[src/rtl/rtc_pkg.sv]
package rtc_pkg;

  localparam int NUM_FIELDS = 6;
  localparam int FLD_SEC  = 0;
  localparam int FLD_MIN  = 1;
  localparam int FLD_HOUR = 2;
  localparam int FLD_DAY  = 3;
  localparam int FLD_MON  = 4;
  localparam int FLD_YEAR = 5;

  localparam logic [7:0] OFS_CTRL = 8'h40;
  localparam logic [7:0] OFS_STAT = 8'h44;
  localparam logic [7:0] OFS_IEN  = 8'h48;

  localparam logic [2:0] BANK_TIME  = 3'b000;
  localparam logic [2:0] BANK_ALARM = 3'b001;

  // add one to a packed BCD byte (no wrap handling)
  function automatic logic [7:0] bcd_inc(input logic [7:0] v);
    if (v[3:0] >= 4'd9) return {v[7:4] + 4'd1, 4'd0};
    else                return {v[7:4], v[3:0] + 4'd1};
  endfunction

  function automatic logic [6:0] bcd_to_bin(input logic [7:0] v);
    return 7'(v[7:4]) * 7'd10 + 7'(v[3:0]);
  endfunction

  function automatic logic is_leap(input logic [7:0] year_bcd);
    logic [6:0] b;
    b = bcd_to_bin(year_bcd);
    return b[1:0] == 2'b00;
  endfunction

  // last day of a month, in BCD
  function automatic logic [7:0] last_day(input logic [7:0] mon_bcd,
                                          input logic [7:0] year_bcd);
    case (mon_bcd)
      8'h02:                      return is_leap(year_bcd) ? 8'h29 : 8'h28;
      8'h04, 8'h06, 8'h09, 8'h11: return 8'h30;
      default:                    return 8'h31;
    endcase
  endfunction

endpackage

[src/rtl/rtc_prescaler.sv]
module rtc_prescaler #(
  parameter int TICKS_PER_SEC = 32768
) (
  input  logic clk,
  input  logic rst_n,
  input  logic run,
  input  logic tick_en,
  input  logic restart,
  output logic busy,
  output logic step
);
  localparam int PW = (TICKS_PER_SEC > 1) ? $clog2(TICKS_PER_SEC) : 1;
  localparam logic [PW-1:0] LAST = PW'(TICKS_PER_SEC - 1);

  logic [PW-1:0] cnt_q;
  logic          at_last;

  assign at_last = (cnt_q == LAST);
  assign busy    = run & at_last;
  assign step    = run & tick_en & at_last & ~restart;

  always_ff @(posedge clk or negedge rst_n) begin
    if (!rst_n)              cnt_q <= '0;
    else if (restart)        cnt_q <= '0;
    else if (run && tick_en) cnt_q <= at_last ? '0 : cnt_q + 1'b1;
  end
endmodule

[src/rtl/rtc_calendar.sv]
module rtc_calendar
  import rtc_pkg::*;
(
  input  logic                    clk,
  input  logic                    rst_n,
  input  logic                    step,
  input  logic                    wr_en,
  input  logic [2:0]              wr_field,
  input  logic [7:0]              wdata,
  output logic [8*NUM_FIELDS-1:0] time_o,
  output logic [8*NUM_FIELDS-1:0] next_o,
  output logic                    evt_min,
  output logic                    evt_hour,
  output logic                    evt_day
);
  logic [7:0] sec, mins, hour, day, mon, year;
  logic       c_sec, c_min, c_hour, c_day, c_mon;

  assign sec  = time_o[8*FLD_SEC  +: 8];
  assign mins = time_o[8*FLD_MIN  +: 8];
  assign hour = time_o[8*FLD_HOUR +: 8];
  assign day  = time_o[8*FLD_DAY  +: 8];
  assign mon  = time_o[8*FLD_MON  +: 8];
  assign year = time_o[8*FLD_YEAR +: 8];

  // carry chain: each stage wraps only if all lower ones wrap
  assign c_sec  = (sec  >= 8'h59);
  assign c_min  = c_sec  & (mins >= 8'h59);
  assign c_hour = c_min  & (hour >= 8'h23);
  assign c_day  = c_hour & (day  >= last_day(mon, year));
  assign c_mon  = c_day  & (mon  >= 8'h12);

  always_comb begin
    next_o = time_o;
    next_o[8*FLD_SEC +: 8] = c_sec ? 8'h00 : bcd_inc(sec);
    if (c_sec)  next_o[8*FLD_MIN  +: 8] = (mins >= 8'h59) ? 8'h00 : bcd_inc(mins);
    if (c_min)  next_o[8*FLD_HOUR +: 8] = (hour >= 8'h23) ? 8'h00 : bcd_inc(hour);
    if (c_hour) next_o[8*FLD_DAY  +: 8] = c_day ? 8'h01 : bcd_inc(day);
    if (c_day)  next_o[8*FLD_MON  +: 8] = c_mon ? 8'h01 : bcd_inc(mon);
    if (c_mon)  next_o[8*FLD_YEAR +: 8] = (year >= 8'h99) ? 8'h00 : bcd_inc(year);
  end

  assign evt_min  = step & c_sec;
  assign evt_hour = step & c_min;
  assign evt_day  = step & c_hour;

  for (genvar i = 0; i < NUM_FIELDS; i++) begin : g_fld
    localparam logic [7:0] RST_VAL = (i == FLD_DAY || i == FLD_MON) ? 8'h01 : 8'h00;
    logic [7:0] q;
    always_ff @(posedge clk or negedge rst_n) begin
      if (!rst_n)                          q <= RST_VAL;
      else if (wr_en && wr_field == 3'(i)) q <= wdata;
      else if (step)                       q <= next_o[8*i +: 8];
    end
    assign time_o[8*i +: 8] = q;
  end
endmodule

[src/rtl/rtc_alarm.sv]
module rtc_alarm
  import rtc_pkg::*;
(
  input  logic                    clk,
  input  logic                    rst_n,
  input  logic                    wr_en,
  input  logic [2:0]              wr_field,
  input  logic [7:0]              wdata,
  input  logic                    step,
  input  logic [8*NUM_FIELDS-1:0] cand,
  output logic [8*NUM_FIELDS-1:0] alarm_o,
  output logic                    hit
);
  logic [NUM_FIELDS-1:0] eq;

  for (genvar i = 0; i < NUM_FIELDS; i++) begin : g_alm
    logic [7:0] q;
    always_ff @(posedge clk or negedge rst_n) begin
      if (!rst_n)                          q <= 8'h00;
      else if (wr_en && wr_field == 3'(i)) q <= wdata;
    end
    assign alarm_o[8*i +: 8] = q;
    assign eq[i] = (cand[8*i +: 8] == q);
  end

  // all six fields must agree; there is no field mask
  assign hit = step & (&eq);
endmodule

[src/rtl/bcd_rtc_core.sv]
module bcd_rtc_core
  import rtc_pkg::*;
#(
  parameter int TICKS_PER_SEC = 32768
) (
  input  logic       clk,
  input  logic       rst_n,
  input  logic       tick_en,
  input  logic       wr_en,
  input  logic [7:0] addr,
  input  logic [7:0] wdata,
  output logic [7:0] rdata,
  output logic       irq
);
  localparam int TW = 8 * NUM_FIELDS;

  logic [2:0]    field;
  logic          word_ok, time_sel, alm_sel;
  logic          time_we, alm_we, ctrl_we, stat_we, ien_we;
  logic          run_q, busy, sec_step;
  logic [TW-1:0] time_v, next_v, alarm_v;
  logic          evt_min, evt_hour, evt_day, alarm_hit, alarm_clr;
  logic [4:0]    flg_q, flg_set, flg_clr;
  logic          ien_alarm_q, ien_timer_q;
  logic          alarm_flag, sec_flag;

  assign field    = addr[4:2];
  assign word_ok  = (addr[1:0] == 2'b00) && (field < 3'(NUM_FIELDS));
  assign time_sel = (addr[7:5] == BANK_TIME)  && word_ok;
  assign alm_sel  = (addr[7:5] == BANK_ALARM) && word_ok;
  assign time_we  = wr_en & time_sel;
  assign alm_we   = wr_en & alm_sel;
  assign ctrl_we  = wr_en & (addr == OFS_CTRL);
  assign stat_we  = wr_en & (addr == OFS_STAT);
  assign ien_we   = wr_en & (addr == OFS_IEN);

  rtc_prescaler #(.TICKS_PER_SEC(TICKS_PER_SEC)) u_pre (
    .clk     (clk),
    .rst_n   (rst_n),
    .run     (run_q),
    .tick_en (tick_en),
    .restart (time_we),
    .busy    (busy),
    .step    (sec_step)
  );

  rtc_calendar u_cal (
    .clk      (clk),
    .rst_n    (rst_n),
    .step     (sec_step),
    .wr_en    (time_we),
    .wr_field (field),
    .wdata    (wdata),
    .time_o   (time_v),
    .next_o   (next_v),
    .evt_min  (evt_min),
    .evt_hour (evt_hour),
    .evt_day  (evt_day)
  );

  rtc_alarm u_alm (
    .clk      (clk),
    .rst_n    (rst_n),
    .wr_en    (alm_we),
    .wr_field (field),
    .wdata    (wdata),
    .step     (sec_step),
    .cand     (next_v),
    .alarm_o  (alarm_v),
    .hit      (alarm_hit)
  );

  // flag vector maps to status bits 6..2: alarm, day, hour, minute, second
  assign flg_set   = {alarm_hit, evt_day, evt_hour, evt_min, sec_step};
  assign flg_clr   = stat_we ? wdata[6:2] : 5'b0;
  assign alarm_clr = flg_clr[4];

  always_ff @(posedge clk or negedge rst_n) begin
    if (!rst_n) begin
      run_q       <= 1'b0;
      flg_q       <= '0;
      ien_alarm_q <= 1'b0;
      ien_timer_q <= 1'b0;
    end else begin
      if (ctrl_we) run_q <= wdata[0];
      flg_q <= (flg_q & ~flg_clr) | flg_set;
      if (ien_we) begin
        ien_alarm_q <= wdata[3];
        ien_timer_q <= wdata[2];
      end
    end
  end

  assign alarm_flag = flg_q[4];
  assign sec_flag   = flg_q[0];
  assign irq = (alarm_flag & ien_alarm_q) | (sec_flag & ien_timer_q);

  always_comb begin
    rdata = 8'h00;
    if (time_sel)              rdata = time_v[8*field +: 8];
    else if (alm_sel)          rdata = alarm_v[8*field +: 8];
    else if (addr == OFS_CTRL) rdata = {7'b0, run_q};
    else if (addr == OFS_STAT) rdata = {1'b0, flg_q, run_q, busy};
    else if (addr == OFS_IEN)  rdata = {4'b0, ien_alarm_q, ien_timer_q, 2'b00};
  end
endmodule

[config.mk]
export PLATFORM = sky130hd
export DESIGN_NAME = bcd_rtc_core
export DESIGN_NICKNAME = d
export VERILOG_FILES = /design/src/rtl/rtc_pkg.sv /design/src/rtl/rtc_prescaler.sv /design/src/rtl/rtc_calendar.sv /design/src/rtl/rtc_alarm.sv /design/src/rtl/bcd_rtc_core.sv
export SDC_FILE = /design/constraint.sdc
export NUM_CORES = 1
export LEC_CHECK = 0
export ABC_AREA = 1
export BUFFER_PORTS_ARGS = -buffer_cell sky130_fd_sc_hd__buf_2
export CELL_PAD_IN_SITES_DETAIL_PLACEMENT = 0
export CELL_PAD_IN_SITES_GLOBAL_PLACEMENT = 1
export CORE_MARGIN = 4
export CORE_UTILIZATION = 45
export CTS_CLUSTER_SIZE = 12
export DETAILED_ROUTE_END_ITERATION = 10
export GPL_ROUTABILITY_DRIVEN = 0
export PLACE_DENSITY_LB_ADDON = 0.08
export SYNTH_ARGS = -nofsm -noshare
export SYNTH_HDL_FRONTEND = slang
export SYNTH_SLANG_ARGS = --single-unit
[constraint.sdc]
create_clock -name clk -period 5.75 [get_ports clk]
set_clock_uncertainty 0.05 [all_clocks]
set_input_delay 0.8625 -clock clk [delete_from_list [all_inputs] [get_ports clk]]
set_output_delay 0.8625 -clock clk [all_outputs]
set_load 0.05 [all_outputs]
==> run_results.csv, run 1 <==
group,metric,value,unit
clock_tree,ctsRootBufferMaster,"clkbuf_16",
worst_setup_path,timing.critical_path.slowest_cell_delay,610,ps
clock_tree,clock_path_buffers,2,
clock_tree,clk-insertion-delay-late,430,ps
floorplan,die_y,145.9,um
routing,detail-route-antenna-nets,0,
cells_and_area,fill_cells,1921,
global_route,grt_first_pass_wirelength,45220,um
timing,maxClockFrequency,235.8,MHz
floorplan,floorplan.die_area,0.02128,sq mm
logic_synthesis,post-synth-top-area-fraction,0.3423,
logic_synthesis,ys_top_cells_by_area,"dfrtp_1, nand2_1, o21ai_0, inv_1, nand3_1",
clock_tree,cts_made_buffers,17,
logic_synthesis,synthCells,1217,
timing,unrepaired_setup_endpoints_after_global_routing,"no",
cells_and_area,num-nets-final,1289,
logic_synthesis,synth_flop_cell,"dfrtp_1",
floorplan,die-width,145.9,um
worst_setup_path,critical_path_type,"primary input to output pin",
place,number_of_placed_instances_taps_included,1448,
logic_synthesis,post_synth.cell_area_avg,7.028,sq um
cells_and_area,final_core_util,0.5091,
clock_tree,cts-hold-fix-buffers,0,
cells_and_area,final_area,0.009523,sq mm
global_route,grt_antenna_before_repair,1,
cells_and_area,final_layout_size_suffix_gt1_frac,0.07544,
worst_setup_path,crit_path_top_delay_cell,"nor2_1",
timing,worst_slew_margin_rel,0.3479,
logic_synthesis,synthMostInstantiatedCell,"nand2_1",
power_and_ir_drop,total_power,2.470,mW
timing,timing.final.crit_period,4240,ps
global_route,grt_overflow,0,
cells_and_area,antenna_cells_inserted,0,
routing,viasPerCell,5.659,
routing,postRouteWirelength,28710,um
place,buffer_ports.inserted,28,
clock_tree,clkSinkCount,119,
logic_synthesis,syn-cell-area,0.008553,sq mm
floorplan,cell_rows,50,
clock_tree,cts.htree.levels,4,
routing,routed_wire_length_per_instance,19.40,um
worst_setup_path,critical_path.max_fanout,15,
logic_synthesis,synth_async_sr_flop_share,1.000,
worst_setup_path,worst_ep_required_time,4840,ps
power_and_ir_drop,peakVddDrop,227.7,uV
worst_setup_path,crit_chain,"buf_2, nor2_1, inv_1, nor2_1, inv_1, o22ai_1, a21oi_1, o221ai_1, buf_2",
logic_synthesis,netlist.top_cell.by_area,"dfrtp_1",
routing,post-route-drc-count,0,
worst_setup_path,end_kind,"output pin",
timing,timing.final.ws_setup,1510,ps
global_route,maximum_number_of_pins_on_one_net_before_global_route_repair,71,
clock_tree,cts.repair.resized,0,
timing,final.hold.worst_slack,436.5,ps
logic_synthesis,synth_enable_flop_cells,0,
logic_synthesis,yosys.cell_types.count,46,
worst_hold_path,hold_path_class,"flop to flop",
logic_synthesis,synth_sequential_area_ratio,0.3484,
routing,firstDrtPassIters,5,
cells_and_area,area_growth_syn_to_layout,11.34,%
global_route,grt_pass1_vias,7878,
place,detailedPlacementHpwl,20740,um
place,placedInstanceArea,0.008867,sq mm
timing,final.setup.tns,0,ps
timing,slew_violations,0,
place,pre_cts_ws,1583,ps
cells_and_area,layout.cells.non_filler,1480,
logic_synthesis,synth.net_count,1273,
clock_tree,tritoncts_clock_tree,"built",
routing,vias,8375,
outcome,run_status,"finished clean",
clock_tree,cts.repair_timing.setup_buffer_count,0,
power_and_ir_drop,power.leakage,4.625,nW
timing,worst_tran_pin_value,978.1,ps
worst_hold_path,worst_hold_path.num_cells,2,
global_route,grt_overall_usage,0.2725,
worst_setup_path,critical_path_arrival,3330,ps
floorplan,initial_utilization,0.4573,
timing,finalHoldViolations,0,
floorplan,io_pins,29,
timing,layout_worst_path_cycle_share,0.7374,
worst_setup_path,reg2regPathDepth,23,
logic_synthesis,yosys_warnings,0,
logic_synthesis,most_frequent_cells_after_synthesis,"nand2_1, inv_1, o21ai_0, dfrtp_1, nand3_1",
routing,initialDrtViolationCount,736,
floorplan,core,0.01871,sq mm
logic_synthesis,synth-seq-cells,119,
clock_tree,cts.clk_slew.worst_paths,60,ps
timing,timing.final.setup_violations,0,
job,cap_viol_max_count,0,
worst_setup_path,cp-start-kind,"primary input",
power_and_ir_drop,power_per_cell_area,259.4,mW/mm^2
==> layer usage <==
layer	routed length, um	global-route usage
met5	8	0
met4	700	0.08025
met3	1552	0.04547
met2	13190	0.4315
met1	13250	0.3849
==> path summary, 6_finish.rpt <==
| check | startpoint | to | slack, ps |
|---|---|---|---|
| worst max-delay path | addr[3] | rdata[5] | 1510 |
| worst min-delay path | u_alm.g_alm[0].q[1] | u_alm.g_alm[0].q[1] | 440 |
| worst max register to register | u_cal.g_fld[4].q[6] | flg_q[4] | 1960 |
| min in group asynchronous | rst_n | u_cal.g_fld[5].q[5] | 500 |
| worst min register to register | u_alm.g_alm[0].q[1] | u_alm.g_alm[0].q[1] | 440 |
| max in group asynchronous | rst_n | u_alm.g_alm[2].q[6] | 3910 |
==> area by class of cell <==
type | count | area, sq um | share of cell area
tap | 234 | 292.8 | 0.03075
inverter | 175 | 656.9 | 0.06898
clock inverter | 12 | 198.9 | 0.02089
timing repair buffer | 35 | 195.2 | 0.02050
multi-input combinational | 885 | 4742 | 0.4980
sequential | 119 | 2980 | 0.3130
clock buffer | 20 | 456.7 | 0.04796
==> logic make-up (layout without fill, tap and decap cells) <==
kind of cell | Yosys count | count (layout) | share of synthesized area
AO/OA/AOI/OAI | 262 | 262 | 0.1880
XOR/XNOR | 28 | 28 | 0.02867
adder cells (fa/ha/maj) | 36 | 36 | 0.05266
buffers and inverters | 213 | 242 | 0.09713
flip-flops | 119 | 119 | 0.3484
multiplexers | 1 | 1 | 0.001316
AND/OR/NAND/NOR | 558 | 558 | 0.2838
==> flip-flops by register name, summed over array words and instances (netlist names) <==
| register | cells |
|---|---|
| u_cal.day | 8 |
| ien_timer_q | 1 |
| u_cal.g_fld.q | 40 |
| ien_alarm_q | 1 |
| flg_q | 5 |
| u_pre.cnt_q | 15 |
| run_q | 1 |
| u_alm.g_alm.q | 48 |
==> cell usage in the layout, fill, tap and decap left out, drive strengths merged, types with 3 or more instances in the layout <==
cell type | netlist | final
buf | 12 | 35
a31oi | 6 | 6
o221ai | 52 | 52
o22ai | 22 | 22
nand3 | 109 | 109
nor3 | 21 | 21
bufinv | 0 | 5
a22oi | 7 | 7
clkbuf | 26 | 20
nand2 | 339 | 339
clkinv | 0 | 6
nand3b | 6 | 6
nor4 | 3 | 3
xor2 | 24 | 24
xnor2 | 4 | 4
o211ai | 3 | 3
dfrtp | 117 | 117
ha | 36 | 36
nor2 | 73 | 73
a21oi | 29 | 29
nand4 | 4 | 4
o21ai | 139 | 139
inv | 175 | 175
==> critical path: cells and delay by family <==
family                 cells  cell delay, ps
buffers and inverters      4            1010
AND/OR/NAND/NOR            2             820
AO/OA/AOI/OAI              3             630
==> report_power, final <==
part           internal (mW)  switching (mW)  total (mW)  leakage (nW)
registers              0.885          0.0454       0.930          1.58
clock network          0.791           0.414        1.21         0.320
logic                  0.105           0.230       0.335          2.73
total                   1.78           0.690        2.47          4.63
No activity file was read; power rests on OpenSTA's default activity.
==> inputs of run 2 (changes only) <==
Settings changed: ABC_AREA 1 to 0.
Clock period 5.75 ns to 4.3 ns, I/O delays scaled along.
==> run_results.csv, run 2 <==
group,metric,value,unit
outcome,run_status,"finished clean",
logic_synthesis,yosys_warnings,0,
routing,firstDrtPassIters,6,
logic_synthesis,synthAdderAreaFrac,0.05153,
place,detailedPlacementHpwl,24240,um
worst_setup_path,critical_path.max_fanout,6,
floorplan,die_y,147.4,um
cells_and_area,area_growth_syn_to_layout,13.17,%
timing,worst_slew_margin_rel,0.3300,
routing,detail-route-antenna-nets,0,
timing,timing.final.ws_setup,247.4,ps
logic_synthesis,synth_enable_flop_cells,0,
global_route,grt_pass1_vias,8004,
cells_and_area,final_area,0.009892,sq mm
global_route,global_routing_met2_resource_utilization,0.4710,
routing,vias,8341,
power_and_ir_drop,power_per_cell_area,300.3,mW/mm^2
cells_and_area,largest_register_ff_count,48,
timing,slew_violations,0,
global_route,grt_antenna_before_repair,1,
clock_tree,cts-hold-fix-buffers,0,
floorplan,floorplan.die_area,0.02172,sq mm
floorplan,io_pins,29,
timing,final.hold.worst_slack,331.7,ps
cells_and_area,mostFrequentLayoutCell,"nand2_1",
floorplan,die-width,147.4,um
routing,initialDrtViolationCount,983,
logic_synthesis,synth_async_sr_flop_share,1.000,
logic_synthesis,synthMuxAreaShare,0.1094,
logic_synthesis,yosys.cell_types.count,84,
clock_tree,clock_path_buffers,2,
routing,post-route-drc-count,0,
global_route,grt_util_met3,0.08461,
worst_setup_path,critical_path_type,"flop to flop",
cells_and_area,most_frequent_cells_in_the_layout,"nand2_1, dfrtp_1, o21ai_0",
cells_and_area,antenna_cells_inserted,0,
routing,viasPerCell,6.416,
timing,timing.final.setup_violations,0,
power_and_ir_drop,power.leakage,4.298,nW
global_route,maximum_number_of_pins_on_one_net_before_global_route_repair,74,
cells_and_area,fill_cells,1829,
cells_and_area,num-nets-final,1083,
worst_setup_path,critical_path_arrival,4330,ps
clock_tree,cts.htree.levels,4,
global_route,grt_first_pass_wirelength,50180,um
cells_and_area,layout.cells.non_filler,1300,
job,cap_viol_max_count,0,
timing,finalHoldViolations,0,
worst_hold_path,hold_path_class,"primary input to async pin",
cells_and_area,largestRegisters,"u_alm.g_alm.q: 48 flops, u_cal.g_fld.q: 40 flops, u_pre.cnt_q: 15 flops",
timing,layout_worst_path_cycle_share,0.9425,
global_route,grt_overall_usage,0.3052,
logic_synthesis,synth_sequential_area_ratio,0.3410,
global_route,grt_overflow,0,
logic_synthesis,syn-cell-area,0.008741,sq mm
worst_setup_path,cp-start-kind,"flop",
routing,postRouteWirelength,33020,um
cells_and_area,final_layout_size_suffix_gt1_frac,0.1683,
timing,final.setup.tns,0,ps
logic_synthesis,synth_flop_cell,"dfrtp_1",
timing,timing.final.crit_period,4053,ps
logic_synthesis,synthCells,994,
place,number_of_placed_instances_taps_included,1264,
place,pre_cts_ws,35.83,ps
clock_tree,cts_made_buffers,17,
logic_synthesis,synth_compound_gate_area_share,0.2143,
logic_synthesis,post-synth-top-area-fraction,0.3350,
logic_synthesis,ys_top_cells_by_area,"dfrtp_1, nand2_1, ha_1, o21ai_0, mux2_2",
logic_synthesis,main_combinational_cell_family_by_area_after_synthesis,"compound AO/OA/AOI/OAI gates",
logic_synthesis,synthMostInstantiatedCell,"nand2_1",
place,buffer_ports.inserted,28,
worst_setup_path,end_kind,"flop",
floorplan,core,0.01889,sq mm
clock_tree,ctsRootBufferMaster,"clkbuf_16",
global_route,grt_util_met1,0.4081,
logic_synthesis,netlist.top_cell.by_area,"dfrtp_1",
cells_and_area,registers.top_by_ff_count,"u_alm.g_alm.q",
global_route,busiest_grt_layer,"met2",
logic_synthesis,parity_gate_share_of_the_synthesized_area_counting_xor_and_xnor_cells,0.03607,
logic_synthesis,most_frequent_cells_after_synthesis,"nand2_1, dfrtp_1, o21ai_0, nor2_1, inv_1",
cells_and_area,final_core_util,0.5236,
power_and_ir_drop,peakVddDrop,256.2,uV
logic_synthesis,synth.net_count,1050,
timing,worst_tran_pin_value,1005,ps
floorplan,initial_utilization,0.4626,
clock_tree,tritoncts_clock_tree,"built",
clock_tree,cts.clk_slew.worst_paths,60,ps
routing,routed_wire_length_per_instance,25.40,um
floorplan,cell_rows,50,
logic_synthesis,synth-seq-cells,119,
logic_synthesis,yosys.area_share.simple,0.2003,
logic_synthesis,post_synth.cell_area_avg,8.794,sq um
timing,maxClockFrequency,246.8,MHz
place,placedInstanceArea,0.009246,sq mm
clock_tree,clkSinkCount,119,
power_and_ir_drop,total_power,2.971,mW
worst_setup_path,worst_ep_required_time,4580,ps
clock_tree,clk-insertion-delay-late,430,ps
run 2: cell count changes after synthesis, moves of 12 or more:
cell / before / now
nand2_1: 334 / 135
inv_1: 171 / 50
nand3_1: 104 / 31
o21ai_0: 137 / 80
o221ai_1: 52 / 1
mux2_2: 1 / 32
mux2i_1: 0 / 22
a22oi_1: 7 / 25
mux4_2: 0 / 16
and3_1: 0 / 15
o211ai_1: 3 / 18
or3_1: 0 / 14
xnor2_1: 4 / 18
nor2b_1: 0 / 12
run 2: cell families after synthesis:
kind of cell             after synthesis
adder cells (fa/ha/maj)               36
buffers and inverters                101
flip-flops                           119
XOR/XNOR                              36
multiplexers                          71
AND/OR/NAND/NOR                      357
AO/OA/AOI/OAI                        274
run 2: metal layers:
layer	vias to the layer above	routed length (um)
met3	93	2755
li1	3749	-
met2	400	14790
met1	4099	14060
met5	-	0
met4	0	1415
run 2: final timing paths:
path                                      from            to  slack, ps  cells past startpoint
setup / recovery           u_cal.g_fld[4].q[0]      flg_q[4]        250                     17
hold / removal                           rst_n   ien_timer_q        330                      1
setup reg to reg           u_cal.g_fld[4].q[0]      flg_q[4]        250                     17
hold reg to reg                       flg_q[2]      flg_q[2]        460                      2
max in group asynchronous                rst_n  u_cal.day[0]       2990                      2
min in group clk                      flg_q[2]      flg_q[2]        460                      2
run 2: final cells by class:
type | instances | area (sq um) | area share
multi-input combinational | 774 | 5435 | 0.5495
sequential | 119 | 2980 | 0.3013
clock buffer | 20 | 446.7 | 0.04516
timing repair buffer | 65 | 436.7 | 0.04414
tap | 260 | 325.3 | 0.03289
inverter | 50 | 187.7 | 0.01897
clock inverter | 12 | 80.08 | 0.008095
run 2: power by group:
part	leakage [nW]	switching [mW]	total [mW]	internal, mW
combinational	2.42	0.250	0.404	0.153
clock	0.248	0.572	1.32	0.747
sequential	1.63	0.0830	1.25	1.17
total	4.30	0.905	2.97	2.07
run 2: critical path: stages (launching register included):
cell	delay, ps
dfstp_2	540
inv_1	80
ha_1	240
o211ai_1	160
a21oi_1	90
a31oi_1	190
nor3_2	80
nor2_1	130
ha_1	130
o211ai_1	120
a21o_1	260
a2111oi_4	440
buf_6	200
nand4_1	220
nand3_1	170
o2111ai_1	120
a2111o_1	410
o41ai_2	320
run 2: what timing repair did:
item,CTS,global route
buffers inserted,0,5
gates resized for setup,0,17
setup endpoints to repair,0,1
endpoints found under the hold margin,0,0
